`src/rtl/rfl_pkg.sv`:
```
package rfl_pkg;
  localparam int ERR_W          = 3;
  localparam int ERR_EMPTY_BIT  = 0;
  localparam int ERR_DALLOC_BIT = 1;
  localparam int ERR_DREL_BIT   = 2;
  localparam int N_CLASS        = 2;
  localparam int N_REL          = 3;
endpackage

```
`src/rtl/rfl_tag_ring.sv`:
```
module rfl_tag_ring #(
  parameter int DEPTH = 8,
  parameter int TAG_W = 5,
  parameter int BASE  = 0,
  parameter int SKIP  = 4,
  localparam int PTR_W    = (DEPTH > 1) ? $clog2(DEPTH) : 1,
  localparam int CNT_W    = $clog2(DEPTH + 1),
  localparam int INIT_CNT = DEPTH - SKIP
) (
  input  logic             clk,
  input  logic             rst_n,
  input  logic             pop,
  input  logic             push_a,
  input  logic [TAG_W-1:0] tag_a,
  input  logic             push_b,
  input  logic [TAG_W-1:0] tag_b,
  output logic [TAG_W-1:0] head,
  output logic [CNT_W-1:0] count
);
  logic [TAG_W-1:0] slots [DEPTH];
  logic [PTR_W-1:0] rd_ptr, wr_ptr, wr_ptr_b;
  logic             do_pop, acc_a, acc_b;
  logic [CNT_W-1:0] avail;

  function automatic logic [PTR_W-1:0] step(input logic [PTR_W-1:0] p);
    return (p == PTR_W'(DEPTH - 1)) ? '0 : p + 1'b1;
  endfunction

  always_comb begin
    do_pop   = pop && (count != '0);
    avail    = CNT_W'(DEPTH) - count;
    acc_a    = push_a && (avail != '0);
    acc_b    = push_b && (avail > (acc_a ? CNT_W'(1) : CNT_W'(0)));
    wr_ptr_b = acc_a ? step(wr_ptr) : wr_ptr;
  end

  assign head = slots[rd_ptr];

  always_ff @(posedge clk) begin
    if (!rst_n) begin
      for (int i = 0; i < DEPTH; i++)
        slots[i] <= (i < INIT_CNT) ? TAG_W'(BASE + SKIP + i) : '0;
      rd_ptr <= '0;
      wr_ptr <= PTR_W'(INIT_CNT % DEPTH);
      count  <= CNT_W'(INIT_CNT);
    end else begin
      if (acc_a) slots[wr_ptr]   <= tag_a;
      if (acc_b) slots[wr_ptr_b] <= tag_b;
      if (do_pop) rd_ptr <= step(rd_ptr);
      if (acc_b)      wr_ptr <= step(wr_ptr_b);
      else if (acc_a) wr_ptr <= step(wr_ptr);
      count <= count + CNT_W'(acc_a) + CNT_W'(acc_b) - CNT_W'(do_pop);
    end
  end
endmodule

```
`src/rtl/rfl_free_map.sv`:
```
module rfl_free_map
  import rfl_pkg::*;
#(
  parameter int NUM_TAGS = 16,
  parameter int TAG_W    = 5,
  parameter int LO_A     = 4,
  parameter int HI_A     = 8,
  parameter int LO_B     = 12,
  localparam int SPAN    = 1 << TAG_W
) (
  input  logic               clk,
  input  logic               rst_n,
  input  logic [N_CLASS-1:0] alloc_v,
  input  logic [TAG_W-1:0]   alloc_tag [N_CLASS],
  input  logic [N_REL-1:0]   rel_v,
  input  logic [TAG_W-1:0]   rel_tag [N_REL],
  output logic [N_CLASS-1:0] alloc_bad,
  output logic               rel_bad
);
  logic [SPAN-1:0] free_q, free_d;

  function automatic logic in_map(input logic [TAG_W-1:0] t);
    return 32'(t) < NUM_TAGS;
  endfunction

  always_comb begin
    free_d  = free_q;
    rel_bad = 1'b0;
    for (int c = 0; c < N_CLASS; c++) begin
      alloc_bad[c] = alloc_v[c] && in_map(alloc_tag[c]) && !free_q[alloc_tag[c]];
      if (alloc_v[c] && in_map(alloc_tag[c])) free_d[alloc_tag[c]] = 1'b0;
    end
    for (int r = 0; r < N_REL; r++) begin
      if (rel_v[r] && in_map(rel_tag[r])) begin
        if (free_q[rel_tag[r]]) rel_bad = 1'b1;
        for (int e = 0; e < r; e++)
          if (rel_v[e] && rel_tag[e] == rel_tag[r]) rel_bad = 1'b1;
        free_d[rel_tag[r]] = 1'b1;
      end
    end
  end

  always_ff @(posedge clk) begin
    if (!rst_n) begin
      for (int i = 0; i < SPAN; i++)
        free_q[i] <= ((i >= LO_A) && (i < HI_A)) || ((i >= LO_B) && (i < NUM_TAGS));
    end else begin
      free_q <= free_d;
    end
  end
endmodule

```
`src/rtl/rename_free_list.sv`:
```
module rename_free_list
  import rfl_pkg::*;
#(
  parameter int NUM_LOG_INT  = 4,
  parameter int NUM_PHYS_INT = 8,
  parameter int NUM_LOG_FP   = 4,
  parameter int NUM_PHYS_FP  = 8,
  localparam int TOTAL     = NUM_PHYS_INT + NUM_PHYS_FP,
  localparam int TAG_W     = $clog2(TOTAL + 1),
  localparam int INT_CNT_W = $clog2(NUM_PHYS_INT + 1),
  localparam int FP_CNT_W  = $clog2(NUM_PHYS_FP + 1)
) (
  input  logic                 clk,
  input  logic                 rst_n,
  input  logic                 int_alloc_ready,
  output logic                 int_alloc_valid,
  output logic [TAG_W-1:0]     int_alloc_tag,
  input  logic                 fp_alloc_ready,
  output logic                 fp_alloc_valid,
  output logic [TAG_W-1:0]     fp_alloc_tag,
  input  logic                 int_rel_valid,
  input  logic [TAG_W-1:0]     int_rel_tag,
  input  logic                 fp_rel_valid,
  input  logic [TAG_W-1:0]     fp_rel_tag,
  input  logic                 any_rel_valid,
  input  logic [TAG_W-1:0]     any_rel_tag,
  output logic [INT_CNT_W-1:0] int_free_cnt,
  output logic [FP_CNT_W-1:0]  fp_free_cnt,
  output logic [ERR_W-1:0]     err_code
);
  logic int_pop, fp_pop, any_to_int, any_to_fp;
  logic empty_hit, dalloc_hit, drel_hit;
  logic [N_CLASS-1:0] alloc_v, alloc_bad;
  logic [TAG_W-1:0]   alloc_tag [N_CLASS];
  logic [N_REL-1:0]   rel_v;
  logic [TAG_W-1:0]   rel_tag [N_REL];
  logic [ERR_W-1:0]   err_q;

  assign any_to_int = any_rel_valid && (any_rel_tag < TAG_W'(NUM_PHYS_INT));
  assign any_to_fp  = any_rel_valid && (any_rel_tag >= TAG_W'(NUM_PHYS_INT))
                                    && (any_rel_tag < TAG_W'(TOTAL));

  assign int_alloc_valid = (int_free_cnt != '0);
  assign fp_alloc_valid  = (fp_free_cnt != '0);
  assign int_pop = int_alloc_ready && int_alloc_valid;
  assign fp_pop  = fp_alloc_ready && fp_alloc_valid;

  rfl_tag_ring #(
    .DEPTH(NUM_PHYS_INT), .TAG_W(TAG_W), .BASE(0), .SKIP(NUM_LOG_INT)
  ) u_int_ring (
    .clk(clk), .rst_n(rst_n), .pop(int_pop),
    .push_a(int_rel_valid), .tag_a(int_rel_tag),
    .push_b(any_to_int), .tag_b(any_rel_tag),
    .head(int_alloc_tag), .count(int_free_cnt)
  );

  rfl_tag_ring #(
    .DEPTH(NUM_PHYS_FP), .TAG_W(TAG_W), .BASE(NUM_PHYS_INT), .SKIP(NUM_LOG_FP)
  ) u_fp_ring (
    .clk(clk), .rst_n(rst_n), .pop(fp_pop),
    .push_a(fp_rel_valid), .tag_a(fp_rel_tag),
    .push_b(any_to_fp), .tag_b(any_rel_tag),
    .head(fp_alloc_tag), .count(fp_free_cnt)
  );

  assign alloc_v      = {fp_pop, int_pop};
  assign alloc_tag[0] = int_alloc_tag;
  assign alloc_tag[1] = fp_alloc_tag;
  assign rel_v        = {any_to_int || any_to_fp, fp_rel_valid, int_rel_valid};
  assign rel_tag[0]   = int_rel_tag;
  assign rel_tag[1]   = fp_rel_tag;
  assign rel_tag[2]   = any_rel_tag;

  rfl_free_map #(
    .NUM_TAGS(TOTAL), .TAG_W(TAG_W),
    .LO_A(NUM_LOG_INT), .HI_A(NUM_PHYS_INT), .LO_B(NUM_PHYS_INT + NUM_LOG_FP)
  ) u_map (
    .clk(clk), .rst_n(rst_n),
    .alloc_v(alloc_v), .alloc_tag(alloc_tag),
    .rel_v(rel_v), .rel_tag(rel_tag),
    .alloc_bad(alloc_bad), .rel_bad(rel_bad_w)
  );

  logic rel_bad_w;

  assign empty_hit  = (int_alloc_ready && !int_alloc_valid) || (fp_alloc_ready && !fp_alloc_valid);
  assign dalloc_hit = |alloc_bad;
  assign drel_hit   = rel_bad_w;

  always_ff @(posedge clk) begin
    if (!rst_n) err_q <= '0;
    else begin
      err_q[ERR_EMPTY_BIT]  <= err_q[ERR_EMPTY_BIT]  | empty_hit;
      err_q[ERR_DALLOC_BIT] <= err_q[ERR_DALLOC_BIT] | dalloc_hit;
      err_q[ERR_DREL_BIT]   <= err_q[ERR_DREL_BIT]   | drel_hit;
    end
  end

  assign err_code = err_q;
endmodule

```
`config.mk`:
```
export PLATFORM = sky130hd
export DESIGN_NAME = rename_free_list
export DESIGN_NICKNAME = d
export VERILOG_FILES = /design/src/rtl/rfl_pkg.sv /design/src/rtl/rfl_tag_ring.sv /design/src/rtl/rfl_free_map.sv /design/src/rtl/rename_free_list.sv
export SDC_FILE = /design/constraint.sdc
export NUM_CORES = 1
export LEC_CHECK = 0
export BUFFER_PORTS_ARGS = -buffer_cell sky130_fd_sc_hd__buf_2
export CAP_MARGIN = 40
export CORE_MARGIN = 4
export CORE_UTILIZATION = 30
export DETAILED_ROUTE_END_ITERATION = 12
export GPL_ROUTABILITY_DRIVEN = 0
export MAX_ROUTING_LAYER = met4
export PLACE_DENSITY = 0.47
export SYNTH_ARGS = -nofsm -noshare
export SYNTH_HDL_FRONTEND = slang
export SYNTH_HIERARCHICAL = 1
export SYNTH_SLANG_ARGS = --single-unit
```
`constraint.sdc`:
```
create_clock -name clk -period 8.7 [get_ports clk]
set_clock_uncertainty 0.1 [all_clocks]
set_input_delay 2.175 -clock clk [delete_from_list [all_inputs] [get_ports clk]]
set_output_delay 2.175 -clock clk [all_outputs]
set_load 0.01 [all_outputs]
```
== Word-level counts from Yosys, hierarchy flattened ==
Memories as Yosys holds them, arrays and structs flattened. A register that Yosys moved wholly into a read port is not among the register bits.
Cells that the tools add are included.
Storage, ports and cells
  bits in registers: 55
  latch bits: 0
  RAM bits: 80
  ROM bits: 0
  input bits: 22
  output and inout bits: 23
  word-level logic and storage cells: 181
  memories kept: 2
Operators by class
  $add $sub $neg: 14
  multipliers: 0
  div/mod/pow operators: 0
  order comparisons: 20
  equal/unequal tests: 9
  shift-type cells: 0
  multiplexer cells: 75
  bitwise logic cells: 10
  reduce and logical (&&, ||, !) cells: 43
Memories
  u_fp_ring.slots: words 8, width 5, rd ports 1, clocked after memory_dff 1, wr ports 8, RTL line rfl_tag_ring.sv:20  | logic [TAG_W-1:0] slots [DEPTH];
  u_int_ring.slots: words 8, width 5, rd ports 1, clocked after memory_dff 1, wr ports 8, RTL line rfl_tag_ring.sv:20
Operator list (number)
  $mux 32: 5
  $or 32x32->32: 3
  $and 32x32->32: 2
  $not 32->32: 2
  $mux 3: 18
  $mux 1: 38
  $lt 5x5->1 const B: 6
  $lt 5x6->1 const B: 5
  $logic_and 1x1->1: 28
  $bmux 1 s5: 5
  $demux 1 s5: 5
  $ge 5x1->1 const B: 5
  $mux 5: 4
  $reduce_or 5->1: 4
  $add 3x1->3 const B: 6
  $eq 3x3->1 const B: 6
  $add 4x1->4: 4
  $reduce_bool 4->1: 4
  $eq 5x5->1: 3
  $gt 4x4->1: 2
  $sub 4x1->4: 2
  $sub 4x4->4 const A: 2
  $ge 5x4->1 const B: 1
  $lt 5x4->1 const B: 1
  other kinds (4): 10

== Logic depth before layout (Yosys ltp) ==
Gate-level depths: netlist of run 1.
  depth after elaboration: 15
  gate-level depth with buffers: 17

== Cells and area by module ==
The synthesis of run 1 kept the hierarchy.
Modules (own cells, without submodules)
  rfl_tag_ring (u_fp_ring): times used 1, cells an instance 265, area an instance 3135.5 um^2, sequential area each 1461.4 um^2
  rfl_tag_ring (u_int_ring): times used 1, cells an instance 261, area an instance 3059.2 um^2, sequential area each 1461.4 um^2
  rfl_free_map: times used 1, cells an instance 254, area an instance 2280.9 um^2, sequential area each 480.5 um^2
  rename_free_list: times used 1, cells an instance 16, area an instance 156.4 um^2, sequential area each 60.1 um^2

== Worst setup path before layout of run 1 ==
OpenSTA, ideal clock, no wires.
  kind: input -> register
  from: input port int_rel_valid
  to: memory u_int_ring.slots[0][0], enable pin
  library setup time: 0.278 ns
  data arrival time: 4.085 ns
  required time: 8.322 ns
  setup slack: 4.236 ns
  stages: 10
  path buffers: 2
  cells stage by stage: o21a_1 -> ha_1 -> nor2_1 -> or3_1 -> o21a_1 -> and2_1 -> clkbuf_1 -> and3_1 -> buf_6 -> or3_1
RTL lines
  from (decl): RTL line rename_free_list.sv:21  | input logic int_rel_valid,
  to (decl): RTL line rfl_tag_ring.sv:20

==> impl_metrics.yaml, run 1 <==
status:
  status: "complete, no violations"
placement:
  dp.cells: 1167
  dp_hpwl_microns: 18800
  io_buffers: 44
logic_synthesis:
  syn_avg_cell_area_sq_um: 10.8
  yosys-top-cells-area: "edfxtp_1, dfxtp_1, mux4_2, mux2i_1, nand2_1"
  synth-compound-area-share: 0.112
  netlist.area_leader.share: 0.278
  yosys.area_share.adder: 0.0441
  synthMuxAreaShare: 0.194
  synth_seq_area_share: 0.401
  synth_cell_types: 65
  synth_simple_gate_area_frac: 0.173
  synth_top_area_cell: "edfxtp_1"
  ys_ff_latch: 133
  synth_flop_cell: "edfxtp_1"
  synth_edf_count: 80
  synthArstFlopShare: 0
  synth_top_family_by_area: "multiplexers"
  syn_area_sq_mm: 0.00863
  synth-xor-area-share: 0.0284
  synthCells: 796
  ys_warn_count: 6
  syn-num-nets: 846
sta:
  drv_slew: 0
  fin_crit_sh: 0.545
  hold_viol: 0
  setup_viol: 0
  fmax_ghz: 0.211
  worst_pin_slew_ps: 937
  setup_tns_ps: 0
  rsz0062_at_grt: "false"
  slew-limit-headroom: 0.369
  period_minus_slack_ps: 4750
cts:
  cts_resized: 0
  cts-root-buf: "clkbuf_16"
  post-cts-setup-buffer-count: 0
  cts_buffer_depth: 2
  hold_buffers: 0
  clkSinkCount: 133
  numCtsBuffers: 17
  cts_max_level: 4
  cts_tree: "yes"
  cts.reportedPaths.clkPinSlew_ps: 70
  clkLatencyLatePin_ps: 430
critical_path:
  worstPathCellList: "mux4_2 > mux2_2 > buf_2"
  cp.arrival_ps: 2470
  reg2reg_depth: 12
  critPathKind: "reg2out"
  crit_fanout: 10
  max_stage_delay_ps: 760
  cpLargestDelayFamily: "multiplexers"
  reg2reg_slack_ps: 5120
  worst-path-buf-inv: 1
  r2r-start: "u_int_ring/count[1]"
  reg2reg_to: "u_int_ring/slots[0][1]"
  crit_path_end_kind: "primary output"
  crit_required_ps: 6430
  cp-start-kind: "register"
  slowest_stage: "dfxtp_1"
final_layout:
  final_common_cell: "nand2_1"
  nets: 858
  area_growth_pct: 12.2
  final_cells: 1200
  layout_common_cells: "nand2_1, edfxtp_1, mux2i_1"
  seq_area_sq_mm: 0.00346
  multi_input_area_sq_mm: 0.00476
  fill_cells: 2892
  drive_gt1_frac: 0.180
floorplanning:
  core-area_sq_mm: 0.0281
  initial_core_util: 0.307
  row_count: 61
  die_w_microns: 178
  die-area_sq_mm: 0.0316
  dieHeight_microns: 178
  io_pins: 45
routing:
  drtPass1Iterations: 5
  post-route-drc-count: 0
  via_per_inst: 5.51
  wl_microns: 26300
  first_iter_violations: 606
  wire_per_inst_microns: 21.9
  ant_nets: 0
  num_vias: 6614
grt:
  overflow: 0
  grt_pass1_vias: 6374
  grt.total_usage: 0.172
  antenna_found_initial: 1
  grt_max_degree: 33
  grt_pass1_wl_microns: 39600
power_and_ir_drop:
  ir_worst_vdd_mv: 0.125
  p_leak_nw: 3.55
  power_density_mw_per_mm2: 231
flow_run:
  drv_cap: 0
worst_hold_path:
  holdPathStages: 1
  worst_hold_startpoint: "u_map/free_q[26]"
  hold_path_class: "reg2reg"
  whs_endpoint: "u_map/free_q[26]"
worst max-delay path by stage:
| stage | from | endpoint | depth (start not counted) | slack (ps) |
|---|---|---|---|---|
| 3_5_place_dp | fp_rel_valid | u_fp_ring/slots[3][0] | 9 | 3940 |
| 2_1_floorplan | int_rel_valid | u_int_ring/slots[0][0] | 10 | 4240 |
| 4_1_cts | register | fp_alloc_tag[0] | 3 | 3870 |
| 3_3_place_gp | fp_rel_valid | u_fp_ring/slots[3][4] | 9 | 3990 |
| 6_report | register | int_alloc_tag[0] | 3 | 3950 |
| 5_1_grt | register | fp_alloc_tag[0] | 3 | 3800 |
power by group:
group	internal [mW]	switching (mW)	leakage (nW)
Sequential	0.741	0.0871	1.19
Combinational	0.282	0.384	2.07
Clock	0.432	0.314	0.280
cells by family (layout without fill, tap and decap cells):
| group | after synthesis | after routing |
|---|---|---|
| AOI/OAI and AO/OA | 125 | 125 |
| xor gates and xnor gates | 25 | 25 |
| adders and majority gates | 28 | 28 |
| buffers and inverters | 91 | 116 |
| DFF | 133 | 133 |
| muxes | 111 | 111 |
| other | 0 | 1 |
| and+or+nand+nor | 283 | 283 |
cell usage after synthesis, types with 4 or more instances:
library cell,n
nand2_1,98
edfxtp_1,80
mux2i_1,55
dfxtp_1,53
mux4_2,38
inv_1,32
nor2_1,30
a22oi_1,27
clkbuf_1,26
ha_1,24
a32o_1,19
and2_1,18
a21oi_1,17
nand3_1,17
nor3_1,17
nor3b_1,17
nor2b_1,16
nand2b_1,14
xor2_1,14
mux2_2,13
buf_2,12
o22a_1,12
a31oi_1,11
buf_1,10
nand4_1,10
or3_1,10
nor4_1,9
xnor2_1,9
a22o_1,6
buf_6,6
nand3b_1,6
o21ai_0,6
a32oi_1,5
o211ai_1,5
fa_1,4
o21a_1,4
worst register-to-register path, stage by stage, from the launching register on:
cell and delay [ps]:
dfxtp_1 410, inv_1 130, ha_1 210, nor2b_1 150, xnor2_2 180, o21a_1 240
ha_1 290, nor2_1 40, or3_1 320, o21a_1 230, and2_1 220, and3_1 300
or3_1 500
through the flow:
stage | hold slack, ps | area (sq um) | utilization | power, mW | setup slack (ps)
floorplan | 324 | 8630 | - | 1.31 | 4240
global placement | 342 | 9070 | 0.323 | 1.52 | 3990
detailed placement | 342 | 9080 | 0.323 | 1.51 | 3940
CTS | 358 | 9680 | 0.345 | 2.26 | 3870
global route | 374 | 9680 | 0.345 | 2.37 | 3800
finish | 359 | 9680 | 0.345 | 2.24 | 3950
flip-flops by register name, summed over array words and instances, names as in the netlist, named ones only:
register and flops:
err_code 3, u_fp_ring/count 4, u_fp_ring/rd_ptr 3, u_fp_ring/slots 40, u_fp_ring/wr_ptr 3, u_int_ring/count 4
u_int_ring/rd_ptr 3, u_int_ring/slots 40, u_int_ring/wr_ptr 3, u_map/free_q 24
metal layers:
metal | vias up | global-route usage | part of all wire
met4 | 0 | 0.0506 | 0.019
met2 | 228 | 0.258 | 0.46
met3 | 27 | 0.0371 | 0.059
met1 | 3315 | 0.235 | 0.46
li1 | 3044 | - | -
met5 | - | - | 0
layout make-up:
cell class,instances,area share
Timing Repair Buffer,48,0.0262
Antenna cell,1,0.000258
Clock inverter,14,0.0173
Multi-Input combinational cell,572,0.491
Tap cell,378,0.0488
Inverter,36,0.0140
Sequential cell,133,0.358
Clock buffer,18,0.0443
Power figures use the tool's default switching activity.
==> inputs of run 2 (changes only) <==
==> constraint.sdc (replaced) <==
create_clock -name clk -period 4.6 [get_ports clk]
set_clock_uncertainty 0.1 [all_clocks]
set_input_delay 1.15 -clock clk [delete_from_list [all_inputs] [get_ports clk]]
set_output_delay 1.15 -clock clk [all_outputs]
set_load 0.01 [all_outputs]
==> impl_metrics.yaml, run 2 (synthesis gave the netlist of run 1 again) <==
routing:
  first_iter_violations: 730
  wl_microns: 27400
  ant_nets: 0
  post-route-drc-count: 0
  num_vias: 6745
  wire_per_inst_microns: 22.7
  via_per_inst: 5.58
  drtPass1Iterations: 5
placement:
  dp_hpwl_microns: 19600
  place_ws_ps: 858
  dp.cells: 1175
  placed_area_sq_mm: 0.00914
  io_buffers: 44
sta:
  hold_viol: 0
  setup_slack_ps: 873
  fin_crit_sh: 0.810
  slew-limit-headroom: 0.430
  drv_slew: 0
  period_minus_slack_ps: 3730
  whs_ps: 359
  setup_tns_ps: 0
  setup_viol: 0
  fmax_ghz: 0.268
  worst_pin_slew_ps: 855
  rsz0062_at_grt: "false"
critical_path:
  slowest_stage: "dfxtp_1"
  worstPathCellList: "mux4_2 > mux2_2 > buf_2"
  reg2reg_depth: 12
  cp.arrival_ps: 2480
  reg2reg_to: "u_int_ring/slots[0][1]"
  crit_fanout: 10
  worst-path-buf-inv: 1
  r2r-start: "u_int_ring/count[1]"
  critPathKind: "reg2out"
  crit_required_ps: 3350
  path_depth: 3
  max_stage_delay_ps: 780
  reg2reg_slack_ps: 1040
  cpLargestDelayFamily: "multiplexers"
  crit_path_end_kind: "primary output"
  cp-start-kind: "register"
floorplanning:
  core-area_sq_mm: 0.0281
  die-area_sq_mm: 0.0316
  initial_core_util: 0.307
  dieHeight_microns: 178
  io_pins: 45
  row_count: 61
  die_w_microns: 178
final_layout:
  multi_input_area_sq_mm: 0.00476
  top_regs: "u_fp_ring/slots (40), u_int_ring/slots (40), u_map/free_q (24)"
  drive_gt1_frac: 0.188
  fin_util: 0.347
  layout_common_cells: "nand2_1, edfxtp_1, mux2i_1"
  nets: 866
  seq_area_sq_mm: 0.00346
  fill_cells: 2899
  final_common_cell: "nand2_1"
  final_area_sq_mm: 0.00974
  final_cells: 1208
  area_growth_pct: 12.8
power_and_ir_drop:
  p_leak_nw: 3.59
  finalPower_mw: 4.23
  power_density_mw_per_mm2: 435
  ir_worst_vdd_mv: 0.246
grt:
  overflow: 0
  grt_pass1_vias: 6674
  grt.total_usage: 0.180
  antenna_found_initial: 1
  grt_pass1_wl_microns: 41600
  grt_max_degree: 23
status:
  status: "complete, no violations"
cts:
  cts-root-buf: "clkbuf_16"
  cts_resized: 0
  clkSinkCount: 133
  clkLatencyLatePin_ps: 430
  post-cts-setup-buffer-count: 0
  cts_max_level: 4
  cts.reportedPaths.clkPinSlew_ps: 70
  hold_buffers: 0
  cts_buffer_depth: 2
  cts_tree: "yes"
  numCtsBuffers: 17
worst_hold_path:
  worst_hold_startpoint: "u_map/free_q[18]"
  whs_endpoint: "u_map/free_q[18]"
  holdPathStages: 1
  hold_path_class: "reg2reg"
flow_run:
  drv_cap: 0
[run 2: worst register-to-register path, cell delays in order (launching register included)]
cell and delay [ps]:
dfxtp_1 390, inv_1 140, ha_1 210, nor2b_1 150, xnor2_2 180, o21a_1 250, ha_1 290, nor2_1 40
or3_1 320, o21a_1 230, and2_1 210, and3_1 280, or3_1 490
[run 2: how the worst max path moves through the flow]
stage	startpoint	slack, ps	end
after floorplan	int_rel_valid	1160	u_int_ring/slots[0][0]
after global placement	fp_rel_valid	890	u_fp_ring/slots[3][4]
after detailed placement	fp_rel_valid	860	u_fp_ring/slots[3][1]
after CTS	register	820	fp_alloc_tag[0]
after global routing	register	730	fp_alloc_tag[0]
final	register	870	fp_alloc_tag[0]
[run 2: area by class of cell]
type / count / share of cell area
Antenna cell: 1 / 0.000257
Clock buffer: 17 / 0.0437
Clock inverter: 15 / 0.0173
Inverter: 36 / 0.0139
Multi-Input combinational cell: 572 / 0.489
Sequential cell: 133 / 0.356
Tap cell: 378 / 0.0486
Timing Repair Buffer: 56 / 0.0321
[run 2: routing by layer]
metal,GRT usage,vias up,wire [microns]
li1,-,3053,-
met1,0.254,3363,12600
met2,0.262,290,12200
met3,0.0375,39,1820
met4,0.0509,0,671
met5,-,-,0
[run 2: where the power goes]
part | internal, mW | total (mW) | switching (mW)
Sequential | 1.40 | 1.56 | 0.163
Combinational | 0.538 | 1.27 | 0.730
Clock | 0.813 | 1.40 | 0.586
Total | 2.75 | 4.23 | 1.48
